<file path="src/rtl/i2c_scl_pkg.sv">
package i2c_scl_pkg;

  typedef enum logic [1:0] {
    SCL_IDLE,
    SCL_LOW,
    SCL_WAIT,
    SCL_HIGH
  } scl_state_e;

  typedef enum logic [1:0] {
    MODE_STD,
    MODE_FAST_2,
    MODE_FAST_169
  } scl_mode_e;

  localparam logic [1:0] CFG_DIV_LO = 2'd0;
  localparam logic [1:0] CFG_DIV_HI = 2'd1;
  localparam logic [1:0] CFG_RISE   = 2'd2;

  localparam int HI_DUTY_BIT = 6;
  localparam int HI_FAST_BIT = 7;

endpackage

</file>
<file path="src/rtl/scl_cfg_regs.sv">
module scl_cfg_regs
  import i2c_scl_pkg::*;
#(
  parameter int CCR_W  = 12,
  parameter int RISE_W = 6
) (
  input  logic              clk,
  input  logic              rst_n,
  input  logic              enable,
  input  logic              wr_en,
  input  logic [1:0]        wr_addr,
  input  logic [7:0]        wr_data,
  output logic [CCR_W-1:0]  ccr,
  output logic              fast,
  output logic              duty,
  output logic [RISE_W-1:0] rise
);

  localparam int HI_W = CCR_W - 8;

  logic [7:0]      ccr_lo_q;
  logic [HI_W-1:0] ccr_hi_q;
  logic            fast_q;
  logic            duty_q;
  logic [RISE_W-1:0] rise_q;

  // writes only land while the block is disabled
  always_ff @(posedge clk or negedge rst_n) begin
    if (!rst_n) begin
      ccr_lo_q <= '0;
      ccr_hi_q <= '0;
      fast_q   <= 1'b0;
      duty_q   <= 1'b0;
      rise_q   <= '0;
    end else if (wr_en && !enable) begin
      case (wr_addr)
        CFG_DIV_LO: ccr_lo_q <= wr_data;
        CFG_DIV_HI: begin
          ccr_hi_q <= wr_data[HI_W-1:0];
          duty_q   <= wr_data[HI_DUTY_BIT];
          fast_q   <= wr_data[HI_FAST_BIT];
        end
        CFG_RISE:   rise_q <= wr_data[RISE_W-1:0];
        default:    ;
      endcase
    end
  end

  assign ccr  = {ccr_hi_q, ccr_lo_q};
  assign fast = fast_q;
  assign duty = duty_q;
  assign rise = rise_q;

  AST_CFG_FROZEN: assert property (@(posedge clk) disable iff (!rst_n)
    enable |=> $stable({ccr_lo_q, ccr_hi_q, fast_q, duty_q, rise_q}));

endmodule

</file>
<file path="src/rtl/scl_phase_calc.sv">
module scl_phase_calc
  import i2c_scl_pkg::*;
#(
  parameter int CCR_W  = 12,
  parameter int RISE_W = 6,
  parameter int PER_W  = CCR_W + 4
) (
  input  logic [CCR_W-1:0]  ccr,
  input  logic              fast,
  input  logic              duty,
  input  logic [RISE_W-1:0] rise,
  output logic [PER_W-1:0]  low_len,
  output logic [PER_W-1:0]  high_len,
  output logic [PER_W-1:0]  mid_pt,
  output logic [PER_W-1:0]  rise_pre
);

  localparam logic [CCR_W-1:0] STD_MIN  = CCR_W'(4);
  localparam logic [CCR_W-1:0] FAST_MIN = CCR_W'(1);

  scl_mode_e        mode;
  logic [PER_W-1:0] c_std;
  logic [PER_W-1:0] c_fast;
  logic [PER_W:0]   mid_sum;

  always_comb begin
    if (!fast)     mode = MODE_STD;
    else if (duty) mode = MODE_FAST_169;
    else           mode = MODE_FAST_2;
  end

  assign c_std  = PER_W'((ccr < STD_MIN)  ? STD_MIN  : ccr);
  assign c_fast = PER_W'((ccr < FAST_MIN) ? FAST_MIN : ccr);

  always_comb begin
    case (mode)
      MODE_FAST_2: begin
        low_len  = c_fast << 1;
        high_len = c_fast;
      end
      MODE_FAST_169: begin
        low_len  = c_fast << 4;
        high_len = (c_fast << 3) + c_fast;
      end
      default: begin
        low_len  = c_std;
        high_len = c_std;
      end
    endcase
  end

  assign rise_pre = PER_W'(rise);
  assign mid_sum  = {1'b0, rise_pre} + {1'b0, high_len};
  assign mid_pt   = (high_len > rise_pre) ? mid_sum[PER_W:1] : rise_pre;

endmodule

</file>
<file path="src/rtl/scl_timer.sv">
module scl_timer
  import i2c_scl_pkg::*;
#(
  parameter int PER_W       = 16,
  parameter int SYNC_STAGES = 2
) (
  input  logic             clk,
  input  logic             rst_n,
  input  logic             enable,
  input  logic             run,
  input  logic             scl_in,
  input  logic [PER_W-1:0] low_len,
  input  logic [PER_W-1:0] high_len,
  input  logic [PER_W-1:0] mid_pt,
  input  logic [PER_W-1:0] rise_pre,
  output logic             scl_drive_low,
  output logic             scl_rise,
  output logic             scl_fall,
  output logic             scl_sample
);

  localparam logic [PER_W-1:0] ONE = PER_W'(1);

  logic [SYNC_STAGES-1:0] sync_q;
  logic                   scl_hi;
  scl_state_e             st;
  logic [PER_W-1:0]       cnt;
  logic                   drv_q;
  logic                   high_done;

  // line synchroniser, idles at the released (high) level
  for (genvar g = 0; g < SYNC_STAGES; g++) begin : g_sync
    if (g == 0) begin : g_first
      always_ff @(posedge clk or negedge rst_n) begin
        if (!rst_n) sync_q[0] <= 1'b1;
        else        sync_q[0] <= scl_in;
      end
    end else begin : g_next
      always_ff @(posedge clk or negedge rst_n) begin
        if (!rst_n) sync_q[g] <= 1'b1;
        else        sync_q[g] <= sync_q[g-1];
      end
    end
  end

  assign scl_hi    = sync_q[SYNC_STAGES-1];
  assign high_done = (st == SCL_HIGH) && (cnt >= high_len);

  always_ff @(posedge clk or negedge rst_n) begin
    if (!rst_n) begin
      st    <= SCL_IDLE;
      cnt   <= '0;
      drv_q <= 1'b0;
    end else if (!enable) begin
      st    <= SCL_IDLE;
      cnt   <= '0;
      drv_q <= 1'b0;
    end else begin
      case (st)
        SCL_IDLE: if (run) begin
          st    <= SCL_LOW;
          cnt   <= ONE;
          drv_q <= 1'b1;
        end
        SCL_LOW: begin
          if (cnt >= low_len) begin
            st    <= SCL_WAIT;
            drv_q <= 1'b0;
          end else begin
            cnt <= cnt + ONE;
          end
        end
        SCL_WAIT: if (scl_hi) begin
          st  <= SCL_HIGH;
          cnt <= rise_pre;
        end
        default: begin
          if (high_done) begin
            if (run) begin
              st    <= SCL_LOW;
              cnt   <= ONE;
              drv_q <= 1'b1;
            end else begin
              st <= SCL_IDLE;
            end
          end else begin
            cnt <= cnt + ONE;
          end
        end
      endcase
    end
  end

  assign scl_drive_low = drv_q;
  assign scl_fall   = enable && run && ((st == SCL_IDLE) || high_done);
  assign scl_rise   = enable && (st == SCL_WAIT) && scl_hi;
  assign scl_sample = enable && (st == SCL_HIGH) && (cnt == mid_pt);

  AST_OFF_RELEASED: assert property (@(posedge clk) disable iff (!rst_n)
    !enable |=> !scl_drive_low);
  AST_FALL_DRIVES: assert property (@(posedge clk) disable iff (!rst_n)
    scl_fall |=> scl_drive_low);
  AST_RISE_RELEASED: assert property (@(posedge clk) disable iff (!rst_n)
    scl_rise |-> !scl_drive_low);
  AST_NO_FALL_NORUN: assert property (@(posedge clk) disable iff (!rst_n)
    !run |-> !scl_fall);
  AST_LOW_BOUND: assert property (@(posedge clk) disable iff (!rst_n)
    (st == SCL_LOW) |-> (cnt >= ONE && cnt <= low_len));
  AST_EDGE_EXCL: assert property (@(posedge clk) disable iff (!rst_n)
    $onehot0({scl_rise, scl_fall}));

endmodule

</file>
<file path="src/rtl/i2c_scl_gen.sv">
module i2c_scl_gen
  import i2c_scl_pkg::*;
#(
  parameter int CCR_W       = 12,
  parameter int RISE_W      = 6,
  parameter int SYNC_STAGES = 2
) (
  input  logic       clk,
  input  logic       rst_n,
  input  logic       enable,
  input  logic       run,
  input  logic       cfg_we,
  input  logic [1:0] cfg_addr,
  input  logic [7:0] cfg_wdata,
  input  logic       scl_in,
  output logic       scl_drive_low,
  output logic       scl_rise,
  output logic       scl_fall,
  output logic       scl_sample
);

  localparam int PER_W = CCR_W + 4;

  logic [CCR_W-1:0]  ccr;
  logic              fast;
  logic              duty;
  logic [RISE_W-1:0] rise;
  logic [PER_W-1:0]  low_len;
  logic [PER_W-1:0]  high_len;
  logic [PER_W-1:0]  mid_pt;
  logic [PER_W-1:0]  rise_pre;

  scl_cfg_regs #(.CCR_W(CCR_W), .RISE_W(RISE_W)) u_regs (
    .clk(clk), .rst_n(rst_n), .enable(enable),
    .wr_en(cfg_we), .wr_addr(cfg_addr), .wr_data(cfg_wdata),
    .ccr(ccr), .fast(fast), .duty(duty), .rise(rise)
  );

  scl_phase_calc #(.CCR_W(CCR_W), .RISE_W(RISE_W), .PER_W(PER_W)) u_calc (
    .ccr(ccr), .fast(fast), .duty(duty), .rise(rise),
    .low_len(low_len), .high_len(high_len), .mid_pt(mid_pt), .rise_pre(rise_pre)
  );

  scl_timer #(.PER_W(PER_W), .SYNC_STAGES(SYNC_STAGES)) u_timer (
    .clk(clk), .rst_n(rst_n), .enable(enable), .run(run), .scl_in(scl_in),
    .low_len(low_len), .high_len(high_len), .mid_pt(mid_pt), .rise_pre(rise_pre),
    .scl_drive_low(scl_drive_low), .scl_rise(scl_rise),
    .scl_fall(scl_fall), .scl_sample(scl_sample)
  );

  AST_STD_FLOOR: assert property (@(posedge clk) disable iff (!rst_n)
    (!fast && enable) |-> (low_len >= PER_W'(4)));

endmodule

</file>
<file path="config.mk">
export PLATFORM = sky130hd
export DESIGN_NAME = i2c_scl_gen
export DESIGN_NICKNAME = d
export VERILOG_FILES = /design/src/rtl/i2c_scl_pkg.sv /design/src/rtl/scl_cfg_regs.sv /design/src/rtl/scl_phase_calc.sv /design/src/rtl/scl_timer.sv /design/src/rtl/i2c_scl_gen.sv
export SDC_FILE = /design/constraint.sdc
export NUM_CORES = 1
export LEC_CHECK = 0
export BUFFER_PORTS_ARGS = -buffer_cell sky130_fd_sc_hd__buf_2
export CAP_MARGIN = 0
export CORE_MARGIN = 1
export CORE_UTILIZATION = 40
export CTS_BUF_LIST = sky130_fd_sc_hd__clkbuf_4 sky130_fd_sc_hd__clkbuf_8
export DETAILED_ROUTE_END_ITERATION = 7
export HOLD_SLACK_MARGIN = 0.1
export RECOVER_POWER = 100
export SKIP_LAST_GASP = 1
export SYNTH_ARGS = -nofsm -noshare
export SYNTH_HDL_FRONTEND = slang
export SYNTH_HIERARCHICAL = 1
export SYNTH_SLANG_ARGS = --single-unit
</file>
<file path="constraint.sdc">
create_clock -name clk -period 13.8 [get_ports clk]
set_clock_uncertainty 0.2 [all_clocks]
set_input_delay 1.38 -clock clk [delete_from_list [all_inputs] [get_ports clk]]
set_output_delay 1.38 -clock clk [all_outputs]
set_load 0.02 [all_outputs]
</file>
### Word level (Yosys, flattened, before mapping)

Index checks and enable logic that the tools add are counted.

| word-level totals | value |
|---|---|
| register bits after elaboration | 41 |
| input port bits | 16 |
| output and inout port bits | 4 |
| word-level logic and storage cells | 76 |

| cells by class | value |
|---|---|
| $add $sub $neg | 3 |
| $lt $le $gt $ge | 5 |
| eq/ne operators | 15 |
| multiplexer cells | 25 |
| reduce and logical (&&, ||, !) cells | 18 |

Operators with widths:

| operator | number |
|---|---|
| $mux W16 | 6 |
| $pmux W16 S2 | 2 |
| $pmux W16 S3 | 1 |
| $ge A16 B16 Y1 | 2 |
| $mux W12 | 2 |
| $add A6 B16 Y17 | 1 |
| $add A16 B1 Y16 const B | 1 |
| $add A16 B16 Y16 | 1 |
| $eq A16 B16 Y1 | 1 |
| $gt A16 B6 Y1 | 1 |
| $mux W2 | 7 |
| $lt A12 B1 Y1 const B | 1 |
| $lt A12 B3 Y1 const B | 1 |
| $eq A2 B2 Y1 const B | 4 |
| $logic_and A1 B1 Y1 | 8 |
| $reduce_and A2 Y1 | 4 |
| $eq A2 B1 Y1 const B | 3 |
| $ne A3 B2 Y1 const B | 2 |
| $ne A3 B3 Y1 const B | 2 |
| $pmux W2 S3 | 1 |
| $mux W1 | 5 |
| $ne A5 B1 Y1 const B | 1 |
| $logic_not A2 Y1 | 2 |
| $ne A4 B1 Y1 const B | 1 |
| 6 further kinds | 6 |

### Longest topological paths before layout

| depth | value |
|---|---|
| depth after elaboration | 9 |
| gate-level depth with buffers | 25 |
| gate-level depth less buffers | 22 |

### By module

The synthesis kept the hierarchy.

Modules (own cells, without submodules):

| module | instances | cells an instance | area an instance (um^2) | seq. area each (um^2) |
|---|---|---|---|---|
| scl_timer | 1 | 361 | 2,852.7 | 528.0 |
| scl_phase_calc | 1 | 286 | 1,910.6 | 0.0 |
| scl_cfg_regs | 1 | 45 | 784.5 | 500.5 |

### Least setup slack after synthesis

No wires, ideal clock.

| timing path | value |
|---|---|
| path kind | register to output |
| from | register u_regs.ccr_hi_q[1] |
| to | output scl_sample |
| arrival time | 5.322 ns |
| data required time | 12.220 ns |
| slack | 6.898 ns |
| stages on the path, launching flop included | 24 |
| path buffers | 1 |
| cell sequence | dfrtp_1 -> clkbuf_1 -> nor4_1 -> nand3_1 -> nor2_1 -> nor2_1 -> inv_1 -> ha_1 -> inv_1 -> fa_1 -> xor2_1 -> o21ai_0 -> ha_1 -> inv_1 -> nor2_1 -> o32a_1 -> a21oi_1 -> nand4bb_1 -> nor4_4 -> mux2i_1 -> xnor2_1 -> nand4_1 -> or4_1 -> nor4_1 |

| between the ends | value |
|---|---|
| word-level cells in the longest chain between the ends | 8 |
| elaborated cells between the ends (all ways) | 11 |
| classes of those cells | 2 x add/sub; 3 x order compare; 1 x eq/ne; 4 x mux; 1 x reduce/logical |

RTL lines:

| item | line | text |
|---|---|---|
| start: declaration | scl_cfg_regs.sv:22 | `logic [HI_W-1:0] ccr_hi_q;` |
| start signal: assignment | scl_cfg_regs.sv:39 | `ccr_hi_q <= wr_data[HI_W-1:0];` |
| $lt A12 B1 Y1 | scl_phase_calc.sv:33 | `assign c_fast = PER_W'((ccr < FAST_MIN) ? FAST_MIN : ccr);` |
| $mux W12 | scl_phase_calc.sv:33 |  |
| $add A16 B16 Y16 | scl_phase_calc.sv:43 | `high_len = (c_fast << 3) + c_fast;` |
| $pmux W16 S2 (*) | scl_phase_calc.sv:36 | `case (mode)` |
| net high_len[5] | i2c_scl_gen.sv:29 | `logic [PER_W-1:0] high_len;` |
| $add A6 B16 Y17 / $gt A16 B6 Y1 (equally long branches) | scl_phase_calc.sv:53, scl_phase_calc.sv:54 |  |
| $mux W16 (*) | scl_phase_calc.sv:54 | `assign mid_pt = (high_len > rise_pre) ? mid_sum[PER_W:1] : rise_pre;` |
| net mid_pt[5] | i2c_scl_gen.sv:30 | `logic [PER_W-1:0] mid_pt;` |
| $eq A16 B16 Y1 (*) | scl_timer.sv:97 | `assign scl_sample = enable && (st == SCL_HIGH) && (cnt == mid_pt);` |
| $logic_and A1 B1 Y1 (*) | scl_timer.sv:97 |  |
| end: declaration | i2c_scl_gen.sv:19 | `output logic scl_sample` |

Mark *: on every way through the listed nets, which the timed path passes. The rest lies on a longest branch.

### Worst setup path in the final report

| timing path | value |
|---|---|
| from | register u_regs.ccr_hi_q[1] |
| to | output scl_sample |

| between the ends | value |
|---|---|
| word-level cells in the longest chain between the ends | 8 |
| elaborated cells between the ends (all ways) | 11 |
| classes of those cells | 2 x add/sub; 3 x order compare; 1 x eq/ne; 4 x mux; 1 x reduce/logical |

RTL lines:

| item | line |
|---|---|
| $lt A12 B1 Y1 | scl_phase_calc.sv:33 |
| $mux W12 | scl_phase_calc.sv:33 |
| $add A16 B16 Y16 | scl_phase_calc.sv:43 |
| $pmux W16 S2 (*) | scl_phase_calc.sv:36 |
| net high_len[5] | i2c_scl_gen.sv:29 |
| $gt A16 B6 Y1 (*) | scl_phase_calc.sv:54 |
| $mux W16 (*) | scl_phase_calc.sv:54 |
| net mid_pt[1] | i2c_scl_gen.sv:30 |
| $eq A16 B16 Y1 (*) | scl_timer.sv:97 |
| $logic_and A1 B1 Y1 (*) | scl_timer.sv:97 |

Marks and branches as above.

==> impl_results.md <==
* Pwr/cell area at 173 mW/mm²
* Synth cell types at 86
* Crit Path Category: reg -> out
* Input/output buffers at 19
* Pin count of the biggest net entering global routing at 42
* Clock tree buffer depth at 2
* DR vias/cell at 6.08
* Status: finished with violations
* Crit path buffers/inverters at 3
* Clk root buf: clkbuf_8
* RSZ-0062 raised after global routing: false
* Final #Nets at 747
* Post-route setup TNS at 0 ns
* Min Clock Period, post-route at 8.33 ns
* Die area at 0.0143 mm²
* F_max at 120 MHz
* Area Overhead vs Synth at 2.19%
* Post-DP HPWL at 12100 µm
* Share of layout cells above drive strength 1 at 9.69%
* Netlist Area Pre-Place at 0.00555 mm²
* Num ports at 20
* Num CTS Buffers at 5
* First-pass GRT wire length at 26400 µm
* Initial antenna violation count at 0
* Data arrival time of the critical path at 6.75 ns
* Site Rows at 42
* Final count of negative-setup-slack endpoints at 0
* FILL cells at 1319
* CTS tree: yes
* Post-CTS Resized at 0
* Diode count at 0
* Final Non-Filler Cells at 847
* Peak VDD IR at 0.0000853 V
* Die height at 120 µm
* Post-CTS setup buffer count at 0
* Register Area at 0.00103 mm²
* Vias in the first global route at 4981
* Post-synthesis sequential area ratio at 18.5%
* Total Wirelength at 16200 µm
* Iter 0 DRT Violations at 394
* Failing checks: capacitance limit, slew limit
* Commonest register cell after synthesis: dfrtp_1
* Remaining DRCs at 0
* Wire length per cell at 19.2 µm
* Number of max-cap violations at 3
* Pre-antenna DRT Iters at 6
* Sinks on Clock Net at 41
* Overall Global Routing Usage at 23.2%
* CTS Hold Buffers Added at 0
* Slew @ Worst Pin at 2.23 ns
* Delay-heaviest family, CP: simple AND/OR/NAND/NOR gates
* Crit end category: output pin
* Final slew viol count at 65
* Clock latency on the worst-skew pair at 0.31 ns
* Critical path's most frequent cell: nor4_1
* Final ANT Viol Nets at 0
* Clock-pin transition on the worst setup and hold timing paths at 0.08 ns
* H-tree levels at 2
* FF+latch count, synth at 41
* Via count at 5152
* Final RePlAce weighted congestion at 0.893
* Initial Util at 41.4%
* P_leak at 2.49 nW
* Crit Path Max Fanout at 12
* Hold Path Class: reg -> reg
* Final Hold Viols at 0
* Gr ovfl total at 0
* Critical Path RT at 12.22 ns
* Avg Inst Size Synth at 8.02 µm²
* Post-synth EDFFs at 0
* Async SR Flop Fraction at 100%
* CP max stage cell: nor4_1
* CP cell instances: nor4_1 -> nand3_1 -> nor2_1 -> nor2_1 -> inv_1 -> ha_1 -> inv_1 -> fa_1 -> xor2_1 -> o21ai_0 -> ha_1 -> a211oi_1 -> o221ai_1 -> a21oi_1 -> nand4bb_1 -> nor4_1 -> mux2i_1 -> xnor2_1 -> nand4_1 -> or4_1 -> nor4_1 -> buf_2
* CP startpoint kind: flop
* Core ar. at 0.0134 mm²
* Die X at 120 µm
* Footprint of the multi-input gates at 0.00393 mm²
* Placed Cells at 839
* Final period utilization at 60.3%
* Synthesized instance count at 692
* Slew Limit Headroom at -48.9%
* Yosys warning count at 6
* Crit path largest cell delay at 1.14 ns
==> layout make-up <==
cell class                      count  share of cell area (%)
Sequential cell                    41                    18.1
Clock inverter                      3                    1.15
Tap cell                          176                    3.88
Clock buffer                        5                    1.21
Timing Repair Buffer               22                    1.92
Inverter                           66                    4.37
Multi-Input combinational cell    534                    69.3
==> logic make-up (layout without fill, tap and decap cells) <==
kind of cell	Yosys count	count (layout)	share of synthesized area [%]
AO/OA/AOI/OAI	200	200	25.0
buffers and inverters	127	96	9.99
AND/OR/NAND/NOR	181	181	18.0
other	1	11	0.0676
XOR/XNOR	42	42	6.63
multiplexers	39	39	7.78
adder cells (fa/ha/maj)	61	61	14.0
flip-flops	41	41	18.5
==> power breakdown <==
group          leakage (nW)  internal [W]  switching [W]  total, W
clock network        0.0681     0.0000719      0.0000465  0.000118
logic                  1.90      0.000266       0.000366  0.000632
registers             0.519      0.000149      0.0000797  0.000228
total                  2.49      0.000487       0.000492  0.000979
==> flip-flops by register name, indices dropped and copies added (netlist names) <==
register               count
u_timer/scl_drive_low      1
u_timer/st                 2
u_timer/scl_hi             1
u_regs/ccr_hi_q            4
u_regs/duty                1
u_regs/rise                6
u_timer/sync_q             1
u_regs/ccr_lo_q            8
u_regs/fast                1
u_timer/cnt               16
==> stage by stage <==
stage | setup slack [ns] | instance area (µm²) | hold slack (ns) | power, W | utilization, %
after global routing | 5.04 | 5670 | 0.162 | 0.00106 | 42.3
after floorplan | 6.90 | 5590 | 0.145 | 0.000713 | -
after detailed placement | 6.56 | 5620 | 0.147 | 0.000860 | 41.9
after CTS | 6.19 | 5750 | 0.160 | 0.000982 | 42.9
final | 5.47 | 5670 | 0.158 | 0.000979 | 42.3
after global placement | 6.80 | 5620 | 0.146 | 0.000845 | 41.9
==> routing by layer <==
layer	vias up	track usage [%]	routed length (µm)
met4	0	9.38	369
met5	-	0	0
met3	25	2.00	977
met2	231	37.7	7550
met1	2474	31.6	7330
li1	2422	-	-
==> layout by cell type (no fill, tap or decap), types with 19 or more instances in the layout <==
cell / count
nand2_1: 47
mux2_2: 20
a21oi_1: 58
o21ai_0: 31
ha_1: 59
dfrtp_1: 39
nand3_1: 19
inv_1: 64
nor2_1: 33
xnor2_1: 30
==> Yosys cell counts (15+ instances only) <==
cell type | count | area share [%]
xnor2_1 | 30 | 4.7
clkbuf_1 | 31 | 2.1
nand2_1 | 47 | 3.2
o21ai_0 | 28 | 2.5
inv_1 | 64 | 4.3
mux2_2 | 21 | 4.3
ha_1 | 59 | 13
dfrtp_1 | 39 | 18
a21oi_1 | 58 | 5.2
nand3_1 | 19 | 1.7
mux2i_1 | 15 | 2.7
buf_4 | 18 | 2.4
nor2_1 | 33 | 2.2
==> worst paths after layout <==
kind                                    start        endpoint  slack (ns)  depth (start not counted)
hold / removal              u_timer/sync_q[0]  u_timer/scl_hi        0.16                          0
max in group asynchronous               rst_n  u_timer/cnt[6]       10.59                          1
setup reg to reg           u_regs/ccr_hi_q[1]  u_timer/cnt[1]        6.76                         22
setup / recovery           u_regs/ccr_hi_q[1]      scl_sample        5.47                         22
hold reg to reg             u_timer/sync_q[0]  u_timer/scl_hi        0.16                          0
min in group asynchronous               rst_n     u_regs/fast        1.53                          1
Note: power is estimated with default switching activity, not from simulation.
